**config.mk**
```make
export PLATFORM = sky130hd
export DESIGN_NAME = ps_cfg_seq
export DESIGN_NICKNAME = d
export VERILOG_FILES = /design/src/rtl/ps_cfg_seq.sv
export SDC_FILE = /design/constraint.sdc
export NUM_CORES = 1
export LEC_CHECK = 0
export ABC_AREA = 1
export BUFFER_PORTS_ARGS = -buffer_cell sky130_fd_sc_hd__buf_4
export CAP_MARGIN = 20
export CELL_PAD_IN_SITES_DETAIL_PLACEMENT = 2
export CELL_PAD_IN_SITES_GLOBAL_PLACEMENT = 2
export CORE_MARGIN = 2
export CORE_UTILIZATION = 31
export DETAILED_ROUTE_END_ITERATION = 16
export GPL_TIMING_DRIVEN = 0
export PLACE_DENSITY = 0.86
export SLEW_MARGIN = 20
export SYNTH_ARGS = -nofsm -noshare
export SYNTH_HDL_FRONTEND = slang
export SYNTH_SLANG_ARGS = --single-unit
```
**constraint.sdc**
```tcl
create_clock -name clk -period 1.8 [get_ports clk]
set_input_delay 0.09 -clock clk [delete_from_list [all_inputs] [get_ports clk]]
set_output_delay 0.09 -clock clk [all_outputs]
set_load 0.005 [all_outputs]
```
**src/rtl/ps_cfg_seq.sv**
```systemverilog
module ps_cfg_seq #(
  parameter int CYC_US     = 50,
  parameter int RST_US     = 2,
  parameter int POLL_US    = 268,
  parameter int MAXW_A     = 1506,
  parameter int MAXW_B     = 3000,
  parameter int SET_A      = 2,
  parameter int SET_B      = 10,
  parameter int SCK_HALF   = 2,
  parameter int DONE_CHECK = 1
) (
  input  logic       clk,
  input  logic       rst_n,
  input  logic       start_i,
  input  logic       partial_i,
  input  logic       profile_i,
  input  logic       msb_first_i,
  input  logic       s_valid_i,
  input  logic [7:0] s_data_i,
  input  logic       s_last_i,
  output logic       s_ready_o,
  input  logic       tgt_stat_n_i,
  input  logic       tgt_done_i,
  output logic       tgt_cfg_n_o,
  output logic       sdata_o,
  output logic       sclk_o,
  output logic       busy_o,
  output logic       done_o,
  output logic [2:0] err_o
);

  localparam int NPOLL_A = (MAXW_A + POLL_US - 1) / POLL_US;
  localparam int NPOLL_B = (MAXW_B + POLL_US - 1) / POLL_US;
  localparam int NMAX    = NPOLL_A > NPOLL_B ? NPOLL_A : NPOLL_B;
  localparam int L1      = RST_US > POLL_US ? RST_US : POLL_US;
  localparam int L2      = SET_A > SET_B ? SET_A : SET_B;
  localparam int LONG    = L1 > L2 ? L1 : L2;
  localparam int TW      = $clog2(LONG + 1);
  localparam int NW      = $clog2(NMAX + 1);
  localparam int PW      = CYC_US > 1 ? $clog2(CYC_US) : 1;
  localparam int DW      = SCK_HALF > 1 ? $clog2(SCK_HALF) : 1;

  typedef enum logic [2:0] {
    S_IDLE, S_RST, S_WAIT, S_SET, S_LOAD, S_SHIFT, S_CHK
  } st_t;

  st_t st, st_nx;
  logic [PW-1:0] pre;
  logic [TW-1:0] tmr;
  logic [NW-1:0] polls;
  logic [DW-1:0] div;
  logic [2:0]    bitn;
  logic [7:0]    sh;
  logic nst_m, nst_s, dn_m, dn_s;
  logic prof_q, msb_q, last_q, trail_q, sclk_q, done_q;
  logic [2:0] err_q;

  function automatic logic [7:0] flip(input logic [7:0] b);
    logic [7:0] r;
    for (int k = 0; k < 8; k++) r[k] = b[7-k];
    return r;
  endfunction

  wire tick       = pre == PW'(CYC_US - 1);
  wire rst_exp    = tick && tmr == TW'(RST_US - 1);
  wire poll_exp   = tick && tmr == TW'(POLL_US - 1);
  wire set_exp    = tick && tmr == (prof_q ? TW'(SET_B - 1) : TW'(SET_A - 1));
  wire poll_last  = polls == (prof_q ? NW'(NPOLL_B - 1) : NW'(NPOLL_A - 1));
  wire half_end   = div == DW'(SCK_HALF - 1);
  wire bit_end    = half_end && sclk_q && bitn == 3'd7;
  wire done_bad   = (DONE_CHECK != 0) && !dn_s;

  assign tgt_cfg_n_o = st != S_RST;
  assign sdata_o     = sh[0];
  assign sclk_o      = sclk_q;
  assign busy_o      = st != S_IDLE;
  assign s_ready_o   = st == S_LOAD;
  assign done_o      = done_q;
  assign err_o       = err_q;

  always_comb begin
    st_nx = st;
    case (st)
      S_IDLE:  if (start_i && !partial_i) st_nx = S_RST;
      S_RST:   if (rst_exp) st_nx = nst_s ? S_IDLE : S_WAIT;
      S_WAIT:  if (poll_exp) begin
                 if (nst_s) st_nx = S_SET;
                 else if (poll_last) st_nx = S_IDLE;
               end
      S_SET:   if (set_exp) st_nx = S_LOAD;
      S_LOAD:  if (s_valid_i) st_nx = S_SHIFT;
      S_SHIFT: if (bit_end) st_nx = trail_q ? S_IDLE : (last_q ? S_CHK : S_LOAD);
      S_CHK:   st_nx = (!nst_s || done_bad) ? S_IDLE : S_SHIFT;
      default: st_nx = S_IDLE;
    endcase
  end

  always_ff @(posedge clk or negedge rst_n) begin
    if (!rst_n) begin
      pre <= '0;
      tmr <= '0;
    end else if (st_nx != st || (st == S_WAIT && poll_exp)) begin
      pre <= '0;
      tmr <= '0;
    end else if (tick) begin
      pre <= '0;
      tmr <= tmr + 1'b1;
    end else begin
      pre <= pre + 1'b1;
    end
  end

  always_ff @(posedge clk or negedge rst_n) begin
    if (!rst_n) begin
      nst_m <= 1'b1;
      nst_s <= 1'b1;
      dn_m  <= 1'b0;
      dn_s  <= 1'b0;
    end else begin
      nst_m <= tgt_stat_n_i;
      nst_s <= nst_m;
      dn_m  <= tgt_done_i;
      dn_s  <= dn_m;
    end
  end

  always_ff @(posedge clk or negedge rst_n) begin
    if (!rst_n) begin
      st      <= S_IDLE;
      polls   <= '0;
      div     <= '0;
      bitn    <= '0;
      sh      <= '0;
      prof_q  <= 1'b0;
      msb_q   <= 1'b0;
      last_q  <= 1'b0;
      trail_q <= 1'b0;
      sclk_q  <= 1'b0;
      done_q  <= 1'b0;
      err_q   <= 3'd0;
    end else begin
      st <= st_nx;
      case (st)
        S_IDLE: if (start_i) begin
          err_q   <= partial_i ? 3'd1 : 3'd0;
          done_q  <= 1'b0;
          prof_q  <= profile_i;
          msb_q   <= msb_first_i;
          polls   <= '0;
          trail_q <= 1'b0;
        end
        S_RST: if (rst_exp && nst_s) err_q <= 3'd2;
        S_WAIT: if (poll_exp && !nst_s) begin
          if (poll_last) err_q <= 3'd3;
          else polls <= polls + 1'b1;
        end
        S_LOAD: if (s_valid_i) begin
          sh     <= msb_q ? flip(s_data_i) : s_data_i;
          last_q <= s_last_i;
          bitn   <= 3'd0;
          div    <= '0;
        end
        S_SHIFT: begin
          if (half_end) begin
            div    <= '0;
            sclk_q <= !sclk_q;
            if (sclk_q && bitn != 3'd7) begin
              bitn <= bitn + 1'b1;
              sh   <= sh >> 1;
            end
            if (bit_end && trail_q) done_q <= 1'b1;
          end else begin
            div <= div + 1'b1;
          end
        end
        S_CHK: begin
          if (!nst_s) err_q <= 3'd4;
          else if (done_bad) err_q <= 3'd5;
          else begin
            sh      <= 8'h00;
            trail_q <= 1'b1;
            bitn    <= 3'd0;
            div     <= '0;
          end
        end
        default: ;
      endcase
    end
  end

endmodule


```
## Word-level counts from Yosys, hierarchy flattened

Cells that the tools add are included.

| storage, ports and cells | value |
|---|---|
| flip-flop bits (word level) | 47 |

| operators by class | value |
|---|---|
| reduce and logical (&&, ||, !) cells | 34 |
| $add $sub $neg | 5 |
| muxes and demuxes | 56 |
| equal/unequal tests | 27 |

Operators by type and width:

| operator | count |
|---|---|
| 3-bit two-way mux | 21 |
| 8-bit two-way mux | 6 |
| 8-bit case mux with 3 select lines | 1 |
| 3-bit case mux with 7 select lines | 1 |
| 4-bit two-way mux | 5 |
| 2-bit inequality test (second input constant) | 10 |
| 9-bit two-way mux | 2 |
| 4-bit AND reduction | 4 |
| 3-bit equality test (second input constant) | 4 |
| 6-bit two-way mux | 2 |
| 3-bit case mux with 4 select lines | 1 |
| 6-bit AND reduction | 2 |
| 1-bit logical AND | 11 |
| 1-bit two-way mux | 10 |
| 9-bit by 1-bit adder with 9-bit output (second input constant) | 1 |
| 9-bit by 1-bit equality test with 1-bit output (second input constant) | 1 |
| 9-bit by 4-bit equality test with 1-bit output | 1 |
| 9-bit equality test (second input constant) | 1 |
| 3-bit case mux with 3 select lines | 1 |
| 4-bit case mux with 2 select lines | 1 |
| 2-bit nonzero test | 4 |
| 6-bit by 1-bit adder with 6-bit output (second input constant) | 1 |
| 3-bit by 2-bit equality test with 1-bit output (second input constant) | 2 |
| 6-bit equality test (second input constant) | 1 |
| 18 further kinds | 28 |

## Logic depth before layout (Yosys ltp)

Gate-level depths: netlist (run 1).

| depth | value |
|---|---|
| depth after elaboration | 9 |
| depth in mapped cells | 14 |

## Least setup slack after synthesis (run 1)

No wires, ideal clock.

| timing path | value |
|---|---|
| kind | register -> register |
| from | register bitn[0] |
| to | register pre[3] |
| period minus slack after synthesis | 1800 ps |
| path slack | 0 ps |
| data arrival time | 1731 ps |
| setup time | 69 ps |
| required time | 1731 ps |
| cell stages (with the launch flop) | 15 |
| path buffers | 1 |
| cell sequence | dfrtp_1 ha_1 ha_1 nand3_1 nand2_1 o21ai_0 nor2_1 a21oi_2 nand2_1 nand2_1 nand2_1 nor2_2 nand2_2 buf_6 nor2_2 |

| between the ends | value |
|---|---|
| cells in the longest elaborated chain, start to end | 7 |

Ends and longest elaborated chain:

| what | RTL line | text |
|---|---|---|
| from (decl) | 52 | `logic [2:0] bitn;` |
| from (signal assigned) | 168 | `bitn <= bitn + 1'b1;` |
| 3-bit equality test | 70 | `wire bit_end = half_end && sclk_q && bitn == 3'd7;` |
| 1-bit logical AND | 70 |  |
| 3-bit two-way mux | 92 | `S_SHIFT: if (bit_end) st_nx = trail_q ? S_IDLE : (last_q ? S_CHK : S_LOAD);` |
| 3-bit case mux with 7 select lines | 83 | `case (st)` |
| 3-bit inequality test | 102 | `end else if (st_nx != st \|\| (st == S_WAIT && poll_exp)) begin` |
| 1-bit logical OR | 102 |  |
| 6-bit two-way mux | 102 |  |
| to (signal assigned) | 109 | `pre <= pre + 1'b1;` |
| to (decl) | 48 | `logic [PW-1:0] pre;` |

Every way passes these cells.
A chain may end at the register's enable or synchronous reset.

## Worst setup path in the final report (run 1)

| timing path | value |
|---|---|
| from | register bitn[1] |
| to | register tmr[3] |

| between the ends | value |
|---|---|
| cells in the longest elaborated chain, start to end | 7 |

Ends and longest elaborated chain:

| what | RTL line | text |
|---|---|---|
| 3-bit equality test * | 70 |  |
| 1-bit logical AND * | 70 |  |
| 3-bit two-way mux * | 92 |  |
| 3-bit case mux with 7 select lines * | 83 |  |
| 3-bit inequality test * | 102 |  |
| 1-bit logical OR * | 102 |  |
| 9-bit two-way mux / 2-bit nonzero test (equally long branches) | n/a |  |
| to (signal assigned) | 107 | `tmr <= tmr + 1'b1;` |
| to (decl) | 49 | `logic [TW-1:0] tmr;` |

Mark *: on every way between the ends. The rest lies on a longest branch, timed or not.

==> results of run 1 <==
cell families after synthesis:
kind of cell / synth area share [%]
xor gates and xnor gates: 4.178
buffers and inverters: 7.898
muxes: 2.893
adders and majority gates: 3.214
and+or+nand+nor: 30.12
AOI/OAI and AO/OA: 8.449
DFF: 43.25
placed cells by master (no fill, tap or decap), types with 3 or more instances in the layout:
master / instances
nand2_4: 6
inv_1: 35
nand3_2: 7
clkbuf_8: 5
nor2_1: 18
buf_6: 4
or2_2: 3
buf_4: 65
inv_2: 7
nand3_1: 17
nor2_2: 14
ha_2: 3
inv_4: 3
mux2_2: 7
dlygate4sd3_1: 4
o21ai_1: 4
nor2_4: 20
a31oi_1: 3
nand4_1: 5
dfrtp_1: 41
nand2_1: 69
o21ai_2: 3
nand2_2: 10
nand3_4: 3
xor2_1: 11
nor3_1: 4
o21ai_0: 16
dfrtp_2: 4
worst max-delay path: stages, from the launching register on:
cell     delay [ns]
dfrtp_1        0.43
ha_2           0.24
ha_4           0.18
nand4_1        0.16
nand2_2        0.15
nor2_2         0.06
a21oi_2        0.17
nand4_1        0.19
nand2_1        0.15
inv_2          0.05
nand2_4        0.11
buf_8          0.16
nor2_2         0.06
metal layers:
metal | vias to the layer above | GRT usage, %
li1 | 1257 | -
met1 | 1505 | 27.56
met2 | 74 | 39.26
met3 | 24 | 2.720
met4 | 0 | 5.342
met5 | - | 0
state kept, by name, summed over array words and instances, names as in the netlist, 3 cells and up:
register	flops
polls	4
bitn	3
st	3
tmr	9
err_o	3
pre	6
sh	8
timing repair:
item | 4_1_cts | 5_1_grt
endpoints found under the hold margin | 48 | 0
gates resized for setup | 58 | 58
setup endpoints to repair | 33 | 34
setup buffers | 18 | 23
pin swaps | 16 | 16
hold buffers | 4 | 0
cloned | 1 | 0
power groups by stage:
stage | combinational, W | clock [W] | sequential, W
4_1_cts | 0.0000814 | 0.000849 | 0.00107
6_report | 0.0000886 | 0.000848 | 0.00107
5_1_grt | 0.0000977 | 0.000906 | 0.00107
2_1_floorplan | 0.0000160 | 0 | 0.00109
3_3_place_gp | 0.0000709 | 0 | 0.00109
3_5_place_dp | 0.0000739 | 0 | 0.00109
layout make-up:
class	count	area share (%)
plain buffers	5	1.082
clock buffers	5	1.750
clock inverters	3	1.177
inverters	47	4.932
multi-input cells	247	42.73
flip-flops and latches	47	30.10
well taps	108	3.436
repair buffers	72	14.79
worst paths after layout:
| path | startpoint | end | depth (start not counted) |
|---|---|---|---|
| min in group asynchronous | rst_n | st[2] | 2 |
| setup reg to reg | bitn[1] | tmr[3] | 12 |
| max in group asynchronous | rst_n | pre[0] | 2 |
| hold reg to reg | nst_m | nst_s | 0 |
| setup / recovery | bitn[1] | tmr[3] | 12 |
| hold / removal | s_last_i | last_q | 2 |
metrics by stage:
stage               TNS, ns  worst slack, ns
floorplan                 0      0.000003220
global placement     -6.380          -0.3490
detailed placement   -9.647          -0.4859
CTS                  -2.309          -0.1662
global route         -10.52          -0.5131
finish               -8.224          -0.4433
==> impl_metrics.csv, run 1 <==
group,metric,value,unit
outcome,status,"finished with violations",
outcome,failed_checks,"negative setup slack",
setup_path,cp-end-kind,"register",
logic_synthesis,syn-num-nets,372,
power,combPwrFrac,4.4,%
clocking,clockBufferDepth,2,
grt,overflow,0,
clocking,clkSinkCount,47,
finish,multiInputGateArea,1680,um2
floorplan,dieArea,9557,um2
route,wl,12.97,mm
timing,finalSetupViolations,35,
power,power_frac_seq,53.2,%
placement,dpl.hpwl,5.870,mm
timing,fin_ws,-0.4433,ns
finish,final_area,3933,um2
power,power.total,0.002004,W
timing,finalCritPeriodShare,124.6,%
floorplan,row_count,34,
timing,hold_viol,0,
finish,n_fill_cell,933,
power,p_leak,1.870,nW
setup_path,worstPathMaxFanout,5,
floorplan,fp.coreArea,8636,um2
finish,finish.net_count,450,
timing,slew_headroom,57.20,%
timing,min_period,2.243,ns
clocking,cts_max_level,2,
timing,rsz0062_at_grt,"yes",
logic_synthesis,netlist_instances,347,
floorplan,ios,27,
logic_synthesis,ys_ff_latch,47,
route,routed.top_layer,"met4",
clocking,cts-buffers-inserted,5,
route,drt_iter0_drc,134,
timing,maxSlewViolCount,0,
power,clockPowerShare,42.3,%
timing,worst_pin_slew,0.6421,ns
finish,layoutNonFillerInstCount,534,
floorplan,dieWidth,97.76,um
logic_synthesis,synth_cell_types,38,
setup_path,path_class,"reg2reg",
logic_synthesis,async_reset_ff_share,100.0,%
grt,antenna_found_initial,0,
power,switching_power,0.0004804,W
finish,final_util,45.54,%
logic_synthesis,synth_edf_count,0,
min_path,hp-class,"in2reg",
logic_synthesis,synth.most_common_cell,"nand2_1",
power,ir_worst_vdd,0.3992,mV
finish,antenna_cells,0,
clocking,insertion_delay,0.32,ns
clocking,cts_tree,"done",
clocking,clk_pin_slew,0.11,ns
power,powerDensity,509.6,nW/um2
route,met2_length,7.083,mm
placement,dp_cells,481,
logic_synthesis,yosysSeqAreaShare,43.25,%
floorplan,die_y,97.76,um
finish,syn_to_final_growth,44.31,%
logic_synthesis,synthTopCellsByCount,"nand2_1, dfrtp_1, inv_1",
logic_synthesis,syn-mean-instance-area,7.853,um2
route,wl_per_cell,24.29,um
flow_run,cap_violations,0,
logic_synthesis,yosysWarnings,0,
route,route.detailed.drc,0,
power,swShare,23.97,%
grt,grt_pass1_vias,3070,
timing,fmax,0.4458,GHz
placement,placed_cell_area,3055,um2
route,drtAntennaViolNets,0,
timing,fin_skew,0.02336,ns
route,wl_met3,293,um
logic_synthesis,synth_flop_cell,"dfrtp_1",
grt,grt_pass1_wl,16.39,mm
finish,seq_area,1184,um2
route,wl_met1,5.305,mm
placement,io_buffers,26,
logic_synthesis,synth_top_area_cell,"dfrtp_1",
clocking,root_buffer,"clkbuf_8",
setup_path,crit_required,2.00,ns
logic_synthesis,netlist.area_leader.share,41.32,%
route,viasPerCell,5.356,
setup_path,r2r_slack,-0.44,ns
route,vias,2860,
placement,gp_congestion,0.7632,
floorplan,initial_utilization,31.56,%
route,first_pass_iters,4,
power,p_int,0.001524,W
setup_path,cp-start-kind,"register",
grt,grt_use_total,21.70,%
grt,grt_max_degree,48,
timing,timing.hold.ws,0.007424,ns
logic_synthesis,synth_area_leaders,"dfrtp_1, nand2_1, inv_1",
finish,layout-drive-gt1-share,43.43,%
setup_path,worst-endpoint-arrival,2.44,ns
logic_synthesis,synth_area,2725,um2
Power figures use the tool's default switching activity.
==> run 2: changes to the inputs <==
--- a/config.mk
+++ b/config.mk
@@ -14,7 +14,7 @@
 export CORE_UTILIZATION = 31
 export DETAILED_ROUTE_END_ITERATION = 16
 export GPL_TIMING_DRIVEN = 0
-export PLACE_DENSITY = 0.86
+export PLACE_DENSITY = 0.79
 export SLEW_MARGIN = 20
 export SYNTH_ARGS = -nofsm -noshare
 export SYNTH_HDL_FRONTEND = slang
==> impl_metrics.csv, run 2 (synthesis results as in run 1) <==
group,metric,value,unit
grt,grt_max_degree,48,
grt,antenna_found_initial,0,
grt,grt_pass1_wl,14.46,mm
clocking,cts_tree,"done",
timing,fin_ws,-0.4252,ns
clocking,root_buffer,"clkbuf_8",
clocking,clkSinkCount,47,
timing,fin_skew,0.008952,ns
floorplan,ios,27,
setup_path,worstPathMaxFanout,6,
flow_run,cap_violations,0,
setup_path,crit_required,2.01,ns
timing,maxSlewViolCount,0,
setup_path,path_class,"reg2reg",
floorplan,dieWidth,97.76,um
placement,io_buffers,26,
route,wl_per_cell,21.39,um
clocking,clockBufferDepth,2,
finish,top_register,"tmr",
floorplan,dieArea,9557,um2
timing,slew_headroom,57.75,%
finish,layout_commonest_cell,"nand2_1",
timing,worst_pin_slew,0.6337,ns
clocking,clk_pin_slew,0.10,ns
route,drt_iter0_drc,94,
clocking,cts-buffers-inserted,5,
timing,fmax,0.4494,GHz
route,viasPerCell,5.127,
finish,antenna_cells,0,
finish,largest_reg_flops,9,
grt,grt_use_total,18.70,%
grt,overflow,0,
setup_path,cp-end-kind,"register",
finish,mostFrequentLayoutCells,"nand2_1, buf_4, dfrtp_1, inv_1, nor2_1",
finish,finish.net_count,443,
route,wl,11.27,mm
timing,rsz0062_at_grt,"yes",
route,vias,2702,
route,route.detailed.drc,0,
timing,timing.hold.ws,0.01130,ns
finish,reg.largest.list,"tmr (9), sh (8), pre (6)",
route,drtAntennaViolNets,0,
floorplan,initial_utilization,31.56,%
floorplan,die_y,97.76,um
placement,dpl.hpwl,5.788,mm
route,first_pass_iters,4,
outcome,status,"finished with violations",
floorplan,fp.coreArea,8636,um2
outcome,failed_checks,"negative setup slack",
clocking,cts_max_level,2,
finish,final_util,44.73,%
finish,layout-drive-gt1-share,37.23,%
power,ir_worst_vdd,0.2758,mV
timing,finalSetupViolations,30,
timing,finalCritPeriodShare,123.6,%
min_path,hp-class,"in2reg",
setup_path,worst-endpoint-arrival,2.43,ns
floorplan,row_count,34,
finish,syn_to_final_growth,41.74,%
grt,grt_pass1_vias,2865,
clocking,insertion_delay,0.32,ns
setup_path,cp-start-kind,"register",
power,p_leak,1.836,nW
placement,gp_congestion,0.7903,
power,powerDensity,556.3,nW/um2
timing,hold_viol,0,
timing,min_period,2.225,ns
==> run 2: cell count changes in the layout (fill, tap and decap cells not counted), moves of 3 or more <==
cell | before | now
nor2_1 | 18 | 27
buf_4 | 65 | 57
nor2_2 | 14 | 8
nand2_1 | 69 | 74
nand2_2 | 10 | 6
nand3_4 | 3 | 6
nor2_4 | 20 | 17
==> run 2: where the power goes <==
part	switching (W)	internal, W	leakage, nW
Combinational	0.0000421	0.0000382	1.22
Clock	0.000435	0.000565	0.0703
Sequential	0.00000546	0.00106	0.550
Total	0.000483	0.00167	1.84
==> run 2: worst paths after layout <==
| check | start | endpoint | slack, ns | depth (start not counted) |
|---|---|---|---|---|
| worst max-delay path | pre[1] | pre[3] | -0.43 | 14 |
| worst min-delay path | s_last_i | last_q | 0.01 | 2 |
| worst max register to register | pre[1] | pre[3] | -0.43 | 14 |
| worst min register to register | nst_m | nst_s | 0.36 | 0 |
| max in group asynchronous | rst_n | st[0] | 1.03 | 2 |
| min in group asynchronous | rst_n | pre[1] | 0.32 | 2 |
==> run 2: repair_timing <==
item / 4_1_cts / 5_1_grt
cloned: 1 / 0
pin swaps: 16 / 13
setup buffers: 14 / 19
hold endpoints to repair: 48 / 0
endpoints found under the setup margin: 34 / 33
gates resized for setup: 47 / 47
hold buffers: 4 / 0
==> run 2: layer usage <==
metal / GRT usage [%] / share of wire, %
met5: 0 / 0
met4: 4.167 / 1.8
met3: 2.720 / 1.8
met2: 34.06 / 55
met1: 23.49 / 41
==> run 2: stage by stage <==
stage | worst slack, ns | TNS, ns | instance area, um2 | power [W] | std cells
after global routing | -0.5305 | -9.949 | 3862 | 0.002199 | 527
after CTS | -0.2078 | -2.618 | 3553 | 0.002145 | 508
after floorplan | 0.000003220 | 0 | 2725 | 0.001102 | 347
final | -0.4252 | -7.122 | 3862 | 0.002149 | 527
after detailed placement | -0.5052 | -10.18 | 3055 | 0.001162 | 481
after global placement | -0.4244 | -7.893 | 3055 | 0.001160 | 481
==> run 2: layout make-up <==
class	count	area [um2]
timing repair buffer	64	521.8
tap	108	135.1
sequential	47	1182
inverter	47	193.9
fill	944	4773
clock inverter	3	71.32
clock buffer	5	68.82
buffer	6	47.55
multi-input combinational	247	1642
==> run 2: worst max-delay path, cell delays in order, from the launching register on <==
cell	delay (ns)
dfrtp_1	0.42
inv_2	0.11
ha_4	0.16
nand2_1	0.06
inv_1	0.12
nand3_4	0.15
nor2_4	0.17
nand3_1	0.13
a21oi_1	0.21
nor2_1	0.08
nand2_1	0.10
nor2_2	0.06
nand2_4	0.13
buf_12	0.15
nor2_4	0.03
